`src/rtl/spi_fifo_pkg.sv`:
```
package spi_fifo_pkg;
  localparam int WORD_MAX = 16;
  localparam int SIZE_W   = $clog2(WORD_MAX);
  localparam int PRE_W    = 8;
  localparam int DIV_W    = 8;
  localparam int CS_W     = 3;
  localparam int NUM_CS   = 1 << CS_W;

  localparam logic [2:0] ADDR_FMT   = 3'd0;
  localparam logic [2:0] ADDR_CTRL  = 3'd1;
  localparam logic [2:0] ADDR_DATA  = 3'd2;
  localparam logic [2:0] ADDR_STAT  = 3'd3;
  localparam logic [2:0] ADDR_FLUSH = 3'd4;
  localparam logic [2:0] ADDR_PRE   = 3'd5;

  typedef struct packed {
    logic [SIZE_W-1:0] sizeM1;
    logic              cpol;
    logic              cpha;
    logic [DIV_W-1:0]  rateDiv;
    logic [PRE_W-1:0]  prescale;
    logic              enable;
    logic              loopback;
    logic              csOff;
    logic              blockMode;
    logic              txHold;
    logic [CS_W-1:0]   csSel;
  } spiCfg_t;

  typedef struct packed {
    logic load;        // pop transmit head into the shifter
    logic outEdge;     // present next bit on the serial output
    logic sampleEdge;  // capture one input bit
    logic rxPush;      // move the assembled word into the receive queue
  } spiStrobes_t;
endpackage

```
`src/rtl/spi_word_fifo.sv`:
```
module spi_word_fifo #(
  parameter int W = 17,
  parameter int DEPTH = 16,
  localparam int AW = $clog2(DEPTH),
  localparam int CW = $clog2(DEPTH + 1)
) (
  input  logic          clk,
  input  logic          rstN,
  input  logic          clr,
  input  logic          push,
  input  logic [W-1:0]  pushData,
  input  logic          pop,
  output logic [W-1:0]  head,
  output logic [CW-1:0] count,
  output logic          empty,
  output logic          full
);
  logic [W-1:0] mem [DEPTH];
  logic [AW-1:0] wrPtr, rdPtr;
  logic doPush, doPop;

  assign empty  = (count == '0);
  assign full   = (count == CW'(DEPTH));
  assign doPush = push && !full;
  assign doPop  = pop && !empty;
  assign head   = mem[rdPtr];

  function automatic logic [AW-1:0] nextPtr(input logic [AW-1:0] p);
    return (p == AW'(DEPTH - 1)) ? '0 : p + 1'b1;
  endfunction

  always_ff @(posedge clk) begin
    if (doPush) mem[wrPtr] <= pushData;
  end

  always_ff @(posedge clk or negedge rstN) begin
    if (!rstN) begin
      wrPtr <= '0;
      rdPtr <= '0;
      count <= '0;
    end else if (clr) begin
      wrPtr <= '0;
      rdPtr <= '0;
      count <= '0;
    end else begin
      if (doPush) wrPtr <= nextPtr(wrPtr);
      if (doPop)  rdPtr <= nextPtr(rdPtr);
      count <= count + CW'(doPush) - CW'(doPop);
    end
  end
endmodule

```
`src/rtl/spi_fifo_dp.sv`:
```
module spi_fifo_dp
  import spi_fifo_pkg::*;
#(
  parameter int DEPTH = 16,
  localparam int CW = $clog2(DEPTH + 1)
) (
  input  logic          clk,
  input  logic          rstN,
  input  logic          regWe,
  input  logic          regRe,
  input  logic [2:0]    regAddr,
  input  logic [31:0]   regWdata,
  output logic [31:0]   regRdata,
  input  logic          miso,
  input  spiStrobes_t   strobes,
  output spiCfg_t       cfg,
  output logic          txEmpty,
  output logic          txFull,
  output logic          curStop,
  output logic          mosi,
  output logic [CW-1:0] txCount,
  output logic [CW-1:0] rxCount
);
  localparam int TXW = WORD_MAX + 1;

  logic [TXW-1:0]      txHead;
  logic [WORD_MAX-1:0] rxHead, txShift, rxShift, aligned, lenMask;
  logic rxEmpty, rxFull, mosiBit, inBit;
  logic wrData, wrFlush, rdData;

  assign wrData  = regWe && (regAddr == ADDR_DATA);
  assign wrFlush = regWe && (regAddr == ADDR_FLUSH);
  assign rdData  = regRe && (regAddr == ADDR_DATA);

  spi_word_fifo #(.W(TXW), .DEPTH(DEPTH)) txQueue (
    .clk(clk), .rstN(rstN), .clr(wrFlush && regWdata[1]),
    .push(wrData), .pushData({regWdata[31], regWdata[WORD_MAX-1:0]}),
    .pop(strobes.load), .head(txHead), .count(txCount),
    .empty(txEmpty), .full(txFull));

  spi_word_fifo #(.W(WORD_MAX), .DEPTH(DEPTH)) rxQueue (
    .clk(clk), .rstN(rstN), .clr(wrFlush && regWdata[0]),
    .push(strobes.rxPush), .pushData(rxShift & lenMask),
    .pop(rdData), .head(rxHead), .count(rxCount),
    .empty(rxEmpty), .full(rxFull));

  // configuration registers
  always_ff @(posedge clk or negedge rstN) begin
    if (!rstN) begin
      cfg <= '0;
      cfg.sizeM1 <= SIZE_W'(7);
      cfg.prescale <= PRE_W'(2);
    end else if (regWe) begin
      case (regAddr)
        ADDR_FMT: begin
          cfg.sizeM1  <= regWdata[SIZE_W-1:0];
          cfg.cpol    <= regWdata[4];
          cfg.cpha    <= regWdata[5];
          cfg.rateDiv <= regWdata[8 +: DIV_W];
        end
        ADDR_CTRL: begin
          cfg.enable    <= regWdata[0];
          cfg.loopback  <= regWdata[1];
          cfg.csOff     <= regWdata[2];
          cfg.blockMode <= regWdata[3];
          cfg.txHold    <= regWdata[4];
          cfg.csSel     <= regWdata[5 +: CS_W];
        end
        ADDR_PRE: cfg.prescale <= regWdata[PRE_W-1:0];
        default: ;
      endcase
    end
  end

  always_comb begin
    regRdata = '0;
    case (regAddr)
      ADDR_FMT:  regRdata = 32'({cfg.rateDiv, 2'b00, cfg.cpha, cfg.cpol, cfg.sizeM1});
      ADDR_CTRL: regRdata = 32'({cfg.csSel, cfg.txHold, cfg.blockMode, cfg.csOff,
                                 cfg.loopback, cfg.enable});
      ADDR_DATA: regRdata = rxEmpty ? '0 : 32'(rxHead);
      ADDR_STAT: regRdata = 32'({txEmpty, !rxEmpty, !txFull});
      ADDR_PRE:  regRdata = 32'(cfg.prescale);
      default:   regRdata = '0;
    endcase
  end

  // shifter
  assign aligned = txHead[WORD_MAX-1:0] << (SIZE_W'(WORD_MAX - 1) - cfg.sizeM1);
  assign lenMask = {WORD_MAX{1'b1}} >> (SIZE_W'(WORD_MAX - 1) - cfg.sizeM1);
  assign inBit   = cfg.loopback ? mosiBit : miso;
  assign mosi    = mosiBit;

  always_ff @(posedge clk or negedge rstN) begin
    if (!rstN) begin
      txShift <= '0;
      rxShift <= '0;
      mosiBit <= 1'b0;
      curStop <= 1'b0;
    end else begin
      if (strobes.load) begin
        rxShift <= '0;
        curStop <= txHead[TXW-1];
        if (cfg.cpha) begin
          txShift <= aligned;
          mosiBit <= 1'b0;
        end else begin
          txShift <= aligned << 1;
          mosiBit <= aligned[WORD_MAX-1];
        end
      end else begin
        if (strobes.outEdge) begin
          mosiBit <= txShift[WORD_MAX-1];
          txShift <= txShift << 1;
        end
        if (strobes.sampleEdge) rxShift <= {rxShift[WORD_MAX-2:0], inBit};
      end
    end
  end
endmodule

```
`src/rtl/spi_fifo_ctrl.sv`:
```
module spi_fifo_ctrl
  import spi_fifo_pkg::*;
(
  input  logic              clk,
  input  logic              rstN,
  input  spiCfg_t           cfg,
  input  logic              txEmpty,
  input  logic              curStop,
  output spiStrobes_t       strobes,
  output logic              sck,
  output logic [NUM_CS-1:0] csN,
  output logic              frameActive
);
  localparam int LEN_W  = SIZE_W + 1;
  localparam int EDGE_W = LEN_W + 1;
  localparam int PROD_W = PRE_W + DIV_W + 1;
  localparam int CNT_W  = PROD_W + 1;

  typedef enum logic [1:0] {ST_IDLE, ST_SHIFT, ST_END, ST_GAP} state_t;
  state_t state;

  logic [CNT_W-1:0]  cnt, halfEnd, gapEnd;
  logic [PROD_W-1:0] prod, half;
  logic [EDGE_W-1:0] edgeCnt, lastEdge;
  logic [LEN_W-1:0]  wordLen;
  logic sckInt, tick, canStart, keepFrame;

  assign prod     = PROD_W'(cfg.prescale) * (PROD_W'(cfg.rateDiv) + 1'b1);
  assign half     = ((prod >> 1) == '0) ? PROD_W'(1) : (prod >> 1);
  assign halfEnd  = CNT_W'(half) - 1'b1;
  assign gapEnd   = (CNT_W'(half) << 1) - 1'b1;
  assign wordLen  = LEN_W'(cfg.sizeM1) + 1'b1;
  assign lastEdge = {wordLen, 1'b0} - 1'b1;
  assign canStart = cfg.enable && !cfg.txHold && !txEmpty;
  assign keepFrame = cfg.blockMode && !curStop && canStart;
  assign tick     = ((state == ST_SHIFT) || (state == ST_END)) && (cnt == halfEnd);

  always_comb begin
    strobes = '0;
    case (state)
      ST_IDLE:  strobes.load = canStart;
      ST_SHIFT: if (tick) begin
        if (!sckInt) begin
          strobes.outEdge    = cfg.cpha;
          strobes.sampleEdge = !cfg.cpha;
        end else begin
          strobes.sampleEdge = cfg.cpha;
          strobes.outEdge    = !cfg.cpha && (edgeCnt != lastEdge);
        end
      end
      ST_END: begin
        strobes.rxPush = (cnt == '0);
        strobes.load   = tick && keepFrame;
      end
      default: ;
    endcase
  end

  always_ff @(posedge clk or negedge rstN) begin
    if (!rstN) begin
      state       <= ST_IDLE;
      cnt         <= '0;
      edgeCnt     <= '0;
      sckInt      <= 1'b0;
      frameActive <= 1'b0;
    end else begin
      case (state)
        ST_IDLE: if (canStart) begin
          state       <= ST_SHIFT;
          frameActive <= 1'b1;
          cnt         <= '0;
          edgeCnt     <= '0;
        end
        ST_SHIFT: begin
          if (tick) begin
            cnt     <= '0;
            sckInt  <= !sckInt;
            edgeCnt <= edgeCnt + 1'b1;
            if (edgeCnt == lastEdge) state <= ST_END;
          end else begin
            cnt <= cnt + 1'b1;
          end
        end
        ST_END: begin
          if (tick) begin
            cnt     <= '0;
            edgeCnt <= '0;
            if (keepFrame) begin
              state <= ST_SHIFT;
            end else begin
              state       <= ST_GAP;
              frameActive <= 1'b0;
            end
          end else begin
            cnt <= cnt + 1'b1;
          end
        end
        ST_GAP: begin
          if (cnt == gapEnd) begin
            cnt   <= '0;
            state <= ST_IDLE;
          end else begin
            cnt <= cnt + 1'b1;
          end
        end
        default: state <= ST_IDLE;
      endcase
    end
  end

  assign sck = cfg.cpol ^ sckInt;
  assign csN = (frameActive && !cfg.csOff) ? ~(NUM_CS'(1) << cfg.csSel) : '1;
endmodule

```
`src/rtl/spi_fifo_master.sv`:
```
module spi_fifo_master
  import spi_fifo_pkg::*;
#(
  parameter int FIFO_DEPTH = 16
) (
  input  logic        clk,
  input  logic        rstN,
  input  logic        regWe,
  input  logic        regRe,
  input  logic [2:0]  regAddr,
  input  logic [31:0] regWdata,
  output logic [31:0] regRdata,
  output logic        sck,
  output logic        mosi,
  input  logic        miso,
  output logic [7:0]  csN
);
  localparam int CW = $clog2(FIFO_DEPTH + 1);

  spiCfg_t     cfg;
  spiStrobes_t strobes;
  logic txEmpty, txFull, curStop, frameActive;
  logic [CW-1:0] txCount, rxCount;
  logic dataWrite, txFlush;

  assign dataWrite = regWe && (regAddr == ADDR_DATA);
  assign txFlush   = regWe && (regAddr == ADDR_FLUSH) && regWdata[1];

  spi_fifo_dp #(.DEPTH(FIFO_DEPTH)) dp (
    .clk(clk), .rstN(rstN), .regWe(regWe), .regRe(regRe), .regAddr(regAddr),
    .regWdata(regWdata), .regRdata(regRdata), .miso(miso), .strobes(strobes),
    .cfg(cfg), .txEmpty(txEmpty), .txFull(txFull), .curStop(curStop),
    .mosi(mosi), .txCount(txCount), .rxCount(rxCount));

  spi_fifo_ctrl ctrl (
    .clk(clk), .rstN(rstN), .cfg(cfg), .txEmpty(txEmpty), .curStop(curStop),
    .strobes(strobes), .sck(sck), .csN(csN), .frameActive(frameActive));
endmodule

```
`config.mk`:
```
export PLATFORM = sky130hd
export DESIGN_NAME = spi_fifo_master
export DESIGN_NICKNAME = d
export VERILOG_FILES = /design/src/rtl/spi_fifo_pkg.sv /design/src/rtl/spi_word_fifo.sv /design/src/rtl/spi_fifo_dp.sv /design/src/rtl/spi_fifo_ctrl.sv /design/src/rtl/spi_fifo_master.sv
export SDC_FILE = /design/constraint.sdc
export NUM_CORES = 1
export LEC_CHECK = 0
export ABC_AREA = 1
export CORE_ASPECT_RATIO = 1.5
export CORE_MARGIN = 2
export CORE_UTILIZATION = 60
export DETAILED_ROUTE_END_ITERATION = 16
export PLACE_DENSITY = 0.83
export SETUP_SLACK_MARGIN = 0.4
export SYNTH_ARGS = -nofsm -noshare
export SYNTH_HDL_FRONTEND = slang
export SYNTH_SLANG_ARGS = --single-unit
```
`constraint.sdc`:
```
create_clock -name clk -period 10.7 [get_ports clk]
set_input_delay 2.14 -clock clk [delete_from_list [all_inputs] [get_ports clk]]
set_output_delay 2.14 -clock clk [all_outputs]
set_load 0.02 [all_outputs]
```
Word-level counts from Yosys, hierarchy flattened
Memories as Yosys holds them, arrays and structs flattened.
Cells that the tools add are included.
{"block": "word_totals", "mem_bits_rw": 528, "regBits": 118, "output_inout_bits": 42, "n_memories": 2}
{"name": "dp.txQueue.mem", "depth": 16, "width": 17, "read_ports": 1, "rd_clocked_by_memory_dff": 0, "write_ports": 1, "line_no": "spi_word_fifo.sv:18", "text": "logic [W-1:0] mem [DEPTH];"}
{"name": "dp.rxQueue.mem", "depth": 16, "width": 16, "read_ports": 1, "rd_clocked_by_memory_dff": 0, "write_ports": 1, "line_no": "spi_word_fifo.sv:18"}
{"block": "op_classes", "n_eq_ne": 24, "addsub": 16, "bitwise_logic": 3, "shifts": 3, "mux": 55, "n_mul": 1, "n_reduce_logical": 49}
{"cell": "one-hot mux 32 bit (5 select lines)", "n": 1}
{"cell": "2-to-1 mux 16 bit", "n": 7}
{"cell": "2-to-1 mux 18 bit", "n": 3}
{"cell": "one-hot mux 18 bit (3 select lines)", "n": 1}
{"cell": "2-to-1 mux 4 bit", "n": 12}
{"cell": "== test 18 bit", "n": 2}
{"cell": "adder 18 x 1 -> 18 bit, second input constant", "n": 1}
{"cell": "logical NOT 18 bit", "n": 1}
{"cell": "2-to-1 mux 2 bit", "n": 9}
{"cell": "2-to-1 mux 6 bit", "n": 3}
{"cell": "one-hot mux 6 bit (3 select lines)", "n": 1}
{"cell": "subtractor 17 x 1 -> 18 bit, second input constant", "n": 1}
{"cell": "subtractor 18 x 1 -> 18 bit, second input constant", "n": 1}
{"cell": "logical AND 1 bit", "n": 17}
{"cell": "logical NOT 17 bit", "n": 1}
{"cell": "multiplier 8 x 17 -> 17 bit", "n": 1}
{"cell": "adder 4 x 1 -> 4 bit, second input constant", "n": 4}
{"cell": "AND 16 bit", "n": 1}
{"cell": "== test 4 bit, second input constant", "n": 4}
{"cell": "left shift 16 x 4 -> 16 bit", "n": 1}
{"cell": ">> shifter 16 x 4 -> 16 bit, first input constant", "n": 1}
{"cell": "nonzero test 2 bit", "n": 7}
{"cell": "2-to-1 mux 1 bit", "n": 12}
{"cell": "adder 5 x 1 -> 5 bit", "n": 2}
{"cell": "33 further kinds", "n": 57}

Longest topological paths before layout
{"block": "depth", "depth_word": 12, "ltp_mapped": 60}

By module
Synthesis repeated with hierarchy kept, for this count alone.
{"block": "hier_totals", "cells_unflattened": 3818, "hier_area_um2": 33886.2}
{"mod": "spi_word_fifo at dp.txQueue", "area_per_inst_um2": 12278.0, "cells_each": 1190, "instances": 1}
{"mod": "spi_word_fifo at dp.rxQueue", "area_per_inst_um2": 11693.7, "cells_each": 1133, "instances": 1}
{"mod": "spi_fifo_ctrl", "area_per_inst_um2": 6025.8, "cells_each": 950, "instances": 1}
{"mod": "spi_fifo_dp", "area_per_inst_um2": 3888.7, "cells_each": 545, "instances": 1}

Least setup slack after synthesis
Ideal clock, no wire load.
{"block": "synth_path", "path_type": "register to register", "start": "reg dp.cfg[16] (netlist name)", "end": "reg dp.txQueue.count[4]", "path_buffers": 2, "synth_period_minus_slack_ns": 8.248, "path_slack_ns": 2.452, "arrival_ns": 8.120, "stages_incl_launch_ff": 52, "t_required_ns": 10.572, "cell_sequence": "dfrtp_1 -> inv_1 -> nor3_1 -> nand4_1 -> nor2_1 -> xor2_1 -> nor2_1 -> fa_1 -> inv_1 -> fa_1 -> fa_1 -> fa_1 -> inv_1 -> ha_1 -> nand2_1 -> nor2_1 -> nand3_1 -> nand3_1 -> [... 16 more ...] -> nand2_1 -> nor2_1 -> nand4_1 -> nor2_4 -> nand3_4 -> nand2_8 -> buf_4 -> ha_1 -> inv_1 -> ha_1 -> inv_1 -> fa_1 -> inv_1 -> nand2_1 -> a21oi_1 -> nor2_1 -> xor2_1 -> nor2_1"}
{"block": "synth_via", "elab_chain_cells": 12}
{"item": "adder 8 x 1 -> 9 bit *", "line_no": "spi_fifo_ctrl.sv:28", "text": "assign prod = PROD_W'(cfg.prescale) * (PROD_W'(cfg.rateDiv) + 1'b1);"}
{"item": "multiplier 8 x 17 -> 17 bit *", "line_no": "spi_fifo_ctrl.sv:28"}
{"item": "logical NOT 17 bit", "line_no": "spi_fifo_ctrl.sv:29", "text": "assign half = ((prod >> 1) == '0) ? PROD_W'(1) : (prod >> 1);"}
{"item": "2-to-1 mux 16 bit *", "line_no": "spi_fifo_ctrl.sv:29"}
{"item": "subtractor 17 x 1 -> 18 bit *", "line_no": "spi_fifo_ctrl.sv:30", "text": "assign halfEnd = CNT_W'(half) - 1'b1;"}
{"item": "== test 18 bit *", "line_no": "spi_fifo_ctrl.sv:36", "text": "assign tick = ((state == ST_SHIFT) || (state == ST_END)) && (cnt == halfEnd);"}
{"item": "logical AND 1 bit *", "line_no": "spi_fifo_ctrl.sv:36"}
{"item": "logical AND 1 bit *", "line_no": "spi_fifo_ctrl.sv:53", "text": "strobes.load = tick && keepFrame;"}
{"item": "one-hot mux 1 bit (2 select lines) *", "line_no": "spi_fifo_ctrl.sv:40", "text": "case (state)"}
{"item": "logical AND 1 bit *", "line_no": "spi_word_fifo.sv:25", "text": "assign doPop = pop && !empty;"}
{"item": "subtractor 5 x 1 -> 5 bit *", "line_no": "spi_word_fifo.sv:48", "text": "count <= count + CW'(doPush) - CW'(doPop);"}
{"item": "2-to-1 mux 5 bit *", "line_no": "spi_word_fifo.sv:41", "text": "end else if (clr) begin"}
{"item": "end signal, assigned", "line_no": "spi_word_fifo.sv:48"}
{"item": "end, declared", "line_no": "spi_word_fifo.sv:14", "text": "output logic [CW-1:0] count,"}
Mark *: on every way between the ends. The rest lies on a longest branch, timed or not.
A chain may end at the register's enable or synchronous reset.

Final worst setup path
{"block": "layout_path", "start": "reg dp.cfg[16] (netlist name)", "end": "reg dp.txQueue.count[4]"}
{"block": "layout_via", "elab_chain_cells": 12}
{"item": "adder 8 x 1 -> 9 bit *", "line_no": "spi_fifo_ctrl.sv:28"}
{"item": "multiplier 8 x 17 -> 17 bit *", "line_no": "spi_fifo_ctrl.sv:28"}
{"item": "logical NOT 17 bit", "line_no": "spi_fifo_ctrl.sv:29"}
{"item": "2-to-1 mux 16 bit *", "line_no": "spi_fifo_ctrl.sv:29"}
{"item": "subtractor 17 x 1 -> 18 bit *", "line_no": "spi_fifo_ctrl.sv:30"}
{"item": "== test 18 bit *", "line_no": "spi_fifo_ctrl.sv:36"}
{"item": "logical AND 1 bit *", "line_no": "spi_fifo_ctrl.sv:36"}
{"item": "logical AND 1 bit *", "line_no": "spi_fifo_ctrl.sv:53"}
{"item": "one-hot mux 1 bit (2 select lines) *", "line_no": "spi_fifo_ctrl.sv:40"}
{"item": "logical AND 1 bit *", "line_no": "spi_word_fifo.sv:25"}
{"item": "subtractor 5 x 1 -> 5 bit *", "line_no": "spi_word_fifo.sv:48"}
{"item": "2-to-1 mux 5 bit *", "line_no": "spi_word_fifo.sv:41"}
Marks and branches as above.

==> flow_summary.toml <==
[power]
p_leak_nw = 13.5
pwr_density_cell_mw_per_mm2 = 289
pwr-share-seq_pct = 29.7
switchingPower_w = 0.00460
sw_frac_of_total_pct = 45.5
intPower_w = 0.00551
pwr-share-clk_pct = 20.3
peakVddDrop_mv = 0.350
combinationalPowerShare_pct = 50.0

[drt]
first_pass_iters = 8
drt_iter0_drc = 2656
wire_per_inst_um = 21.3
viasPerCell = 6.17
dr_total_vias = 24138
wl_mm = 83.3
drc = 0
drtAntennaViolNets = 0

[min_path]
hold_depth = 2
hold_path_class = "flip-flop to flip-flop"
hold_start = "dp.rxShift[11]"
hold_path_end = "dp.rxShift[12]"

[synth]
synth-async-reset-ratio_pct = 18.3
synth_edf_count = 528
synth_area_leaders = "edfxtp_1, dfrtp_1, nand2_1"
synth-seq-cells = 646
synth_most_common_cell = "nand2_1"
synth_seq_area_share_pct = 58.9
yosys.area.top_type = "edfxtp_1"
synth_top_cells_by_count = "nand2_1, edfxtp_1, nor2_1"
syn_inst = 3166
synth_flop_cell = "edfxtp_1"
syn_area_mm2 = 0.0320
synth_cell_type_count = 57
yosys_warnings = 0
avgSynthCellArea_um2 = 10.1
synth.top_cell.area_share_pct = 49.6

[grt]
gr-total-overflow = 0
grt_usage_pct = 30.4
grt_pass1_vias = 24264
grt_max_degree = 102
grt_pass1_wl_mm = 129
antenna_found_initial = 0

[place]
post_dp_cell_area_mm2 = 0.0330
place.gp.congestion = 0.957
portBuffers = 50
dpl.hpwl_mm = 55.9

[worst_setup_path]
worstPathArrival_ns = 10.00
cp_max_fo = 26
r2r_start = "dp.cfg[16]"
slowest_stage = "fa_1"
cpPeakStageDelay_ns = 0.56
endpoint_kind = "flip-flop"
worstRegToRegCells = 49
crit_required_ns = 11.19
crit_type = "flip-flop to flip-flop"
r2r_slack_ns = 1.19
crit_path_start_kind = "flip-flop"
r2r-end = "dp.txQueue.count[4]"

[timing]
slew_headroom_pct = 9.00
worstMarginPinSlew_ns = 1.37
fin_hold_ws_ns = 0.494
finalHoldViolCount = 0
fin_crit_sh_pct = 88.9
setup_tns_ns = 0
maxSlewViolCount = 0
setup_viol = 0
min_period_ns = 9.51
skew_ns = 0.0739
rsz0062_at_grt = "no"
clock.fmax_mhz = 105

[final_layout]
drive_gt1_share_pct = 7.99
layout.nets = 3338
syn_to_final_growth_pct = 9.39
fin_area_mm2 = 0.0350

[clock_network]
cts_buffers = 57
worst_skew_pair.late_latency_ns = 0.67
path_clk_slew_ns = 0.07
clk_path_buf_depth = 3
cts_tree = "yes"
clkSinkCount = 646
cts-htree-levels = 2
root_buffer = "clkbuf_16"

[floorplan]
start_util_pct = 60.6
die_h_um = 287
die_x_um = 192
num_rows = 103
design.die.area_mm2 = 0.0552
coreArea_mm2 = 0.0527
ios = 82

[outcome]
status = "finished clean"

[flow_run]
maxCapViolCount = 0
==> sequential cells by signal, summed over array words and instances (netlist names), 5 cells and up <==
name	count
dp.txQueue.mem	272
dp.rxQueue.mem	256
dp.cfg	30
ctrl.cnt	18
dp.rxShift	16
dp.txShift	16
ctrl.edgeCnt	6
dp.rxQueue.count	5
dp.txQueue.count	5
==> cells in the final DEF (no fill, tap or decap), types with 37 or more instances in the layout <==
cell,instances
nand3_1,169
fa_1,44
inv_1,242
buf_4,51
o21ai_0,366
clkbuf_16,58
edfxtp_1,528
clkdlybuf4s50_1,49
xor2_1,41
ha_1,74
o22ai_1,78
nand2_1,569
o221ai_1,56
nor2_1,438
nand4_1,37
dfrtp_1,111
==> worst max-delay path by stage <==
stage                          start                  end  slack (ns)  cells past startpoint
after floorplan           dp.cfg[16]  dp.txQueue.count[4]        2.45                     51
after global placement    dp.cfg[16]  dp.txQueue.count[4]        1.01                     49
after detailed placement  dp.cfg[16]  dp.txQueue.count[4]        0.81                     49
after CTS                 dp.cfg[16]  dp.txQueue.count[4]        0.77                     49
after global routing      dp.cfg[16]  dp.txQueue.count[4]        0.40                     51
final                     dp.cfg[16]  dp.txQueue.count[4]        1.19                     49
==> power groups by stage <==
stage / logic [W] / clock network, W / registers [W]
finish: 0.00506 / 0.00206 / 0.00301
global route: 0.00564 / 0.00216 / 0.00302
CTS: 0.00502 / 0.00207 / 0.00300
detailed placement: 0.00498 / 0 / 0.00305
global placement: 0.00483 / 0 / 0.00304
floorplan: 0.00372 / 0 / 0.00296
==> routing by layer <==
| metal | track usage (%) | part of all wire [%] | vias to the layer above |
|---|---|---|---|
| met3 | 4.24 | 8.4 | 303 |
| met1 | 35.6 | 35 | 11580 |
| met5 | 0 | 0 | - |
| li1 | - | - | 10923 |
| met2 | 53.2 | 51 | 1332 |
| met4 | 17.4 | 5.6 | 0 |
==> layout make-up <==
class,instances,area (um^2)
Sequential cell,646,18800
Fill cell,3857,17700
Multi-Input combinational cell,2106,11500
Clock buffer,66,1490
Inverter,269,1010
Timing Repair Buffer,100,873
Tap cell,682,853
Clock inverter,41,399
Antenna cell,1,2.50
==> stage by stage <==
stage                     std cells  total power [W]  setup slack [ns]  utilization, %
after floorplan                3181          0.00668              2.45               -
after global placement         3801          0.00787              1.01            62.7
after detailed placement       3801          0.00803             0.810            62.7
after CTS                      3908           0.0101             0.771            66.3
after global routing           3910           0.0108             0.399            66.3
final                          3911           0.0101              1.19            66.3
==> kinds of logic after synthesis <==
kind of cell	after synthesis	share of synthesized area, %
buf+inv	429	5.43
compound gates	598	10.8
simple gates	1321	17.8
other cells	1	0.0117
fa+ha+maj	118	5.65
xor+xnor	50	1.37
flops	646	58.9
mux	3	0.0979
==> critical path: cells and delay by family, from the launching register on <==
kind	cells	cell delay, ns
buffers and inverters	7	0.66
XOR/XNOR	2	0.30
AO/OA/AOI/OAI	1	0.17
flip-flops	1	0.52
adder cells (fa/ha/maj)	9	3.33
AND/OR/NAND/NOR	30	4.38
==> repair_timing <==
| action | 4_1_cts | 5_1_grt |
|---|---|---|
| endpoints found under the setup margin | 0 | 3 |
| hold buffers | 0 | 0 |
| buffers inserted | 0 | 2 |
| gates resized for setup | 0 | 2 |
(Power assumes the default switching activity.)
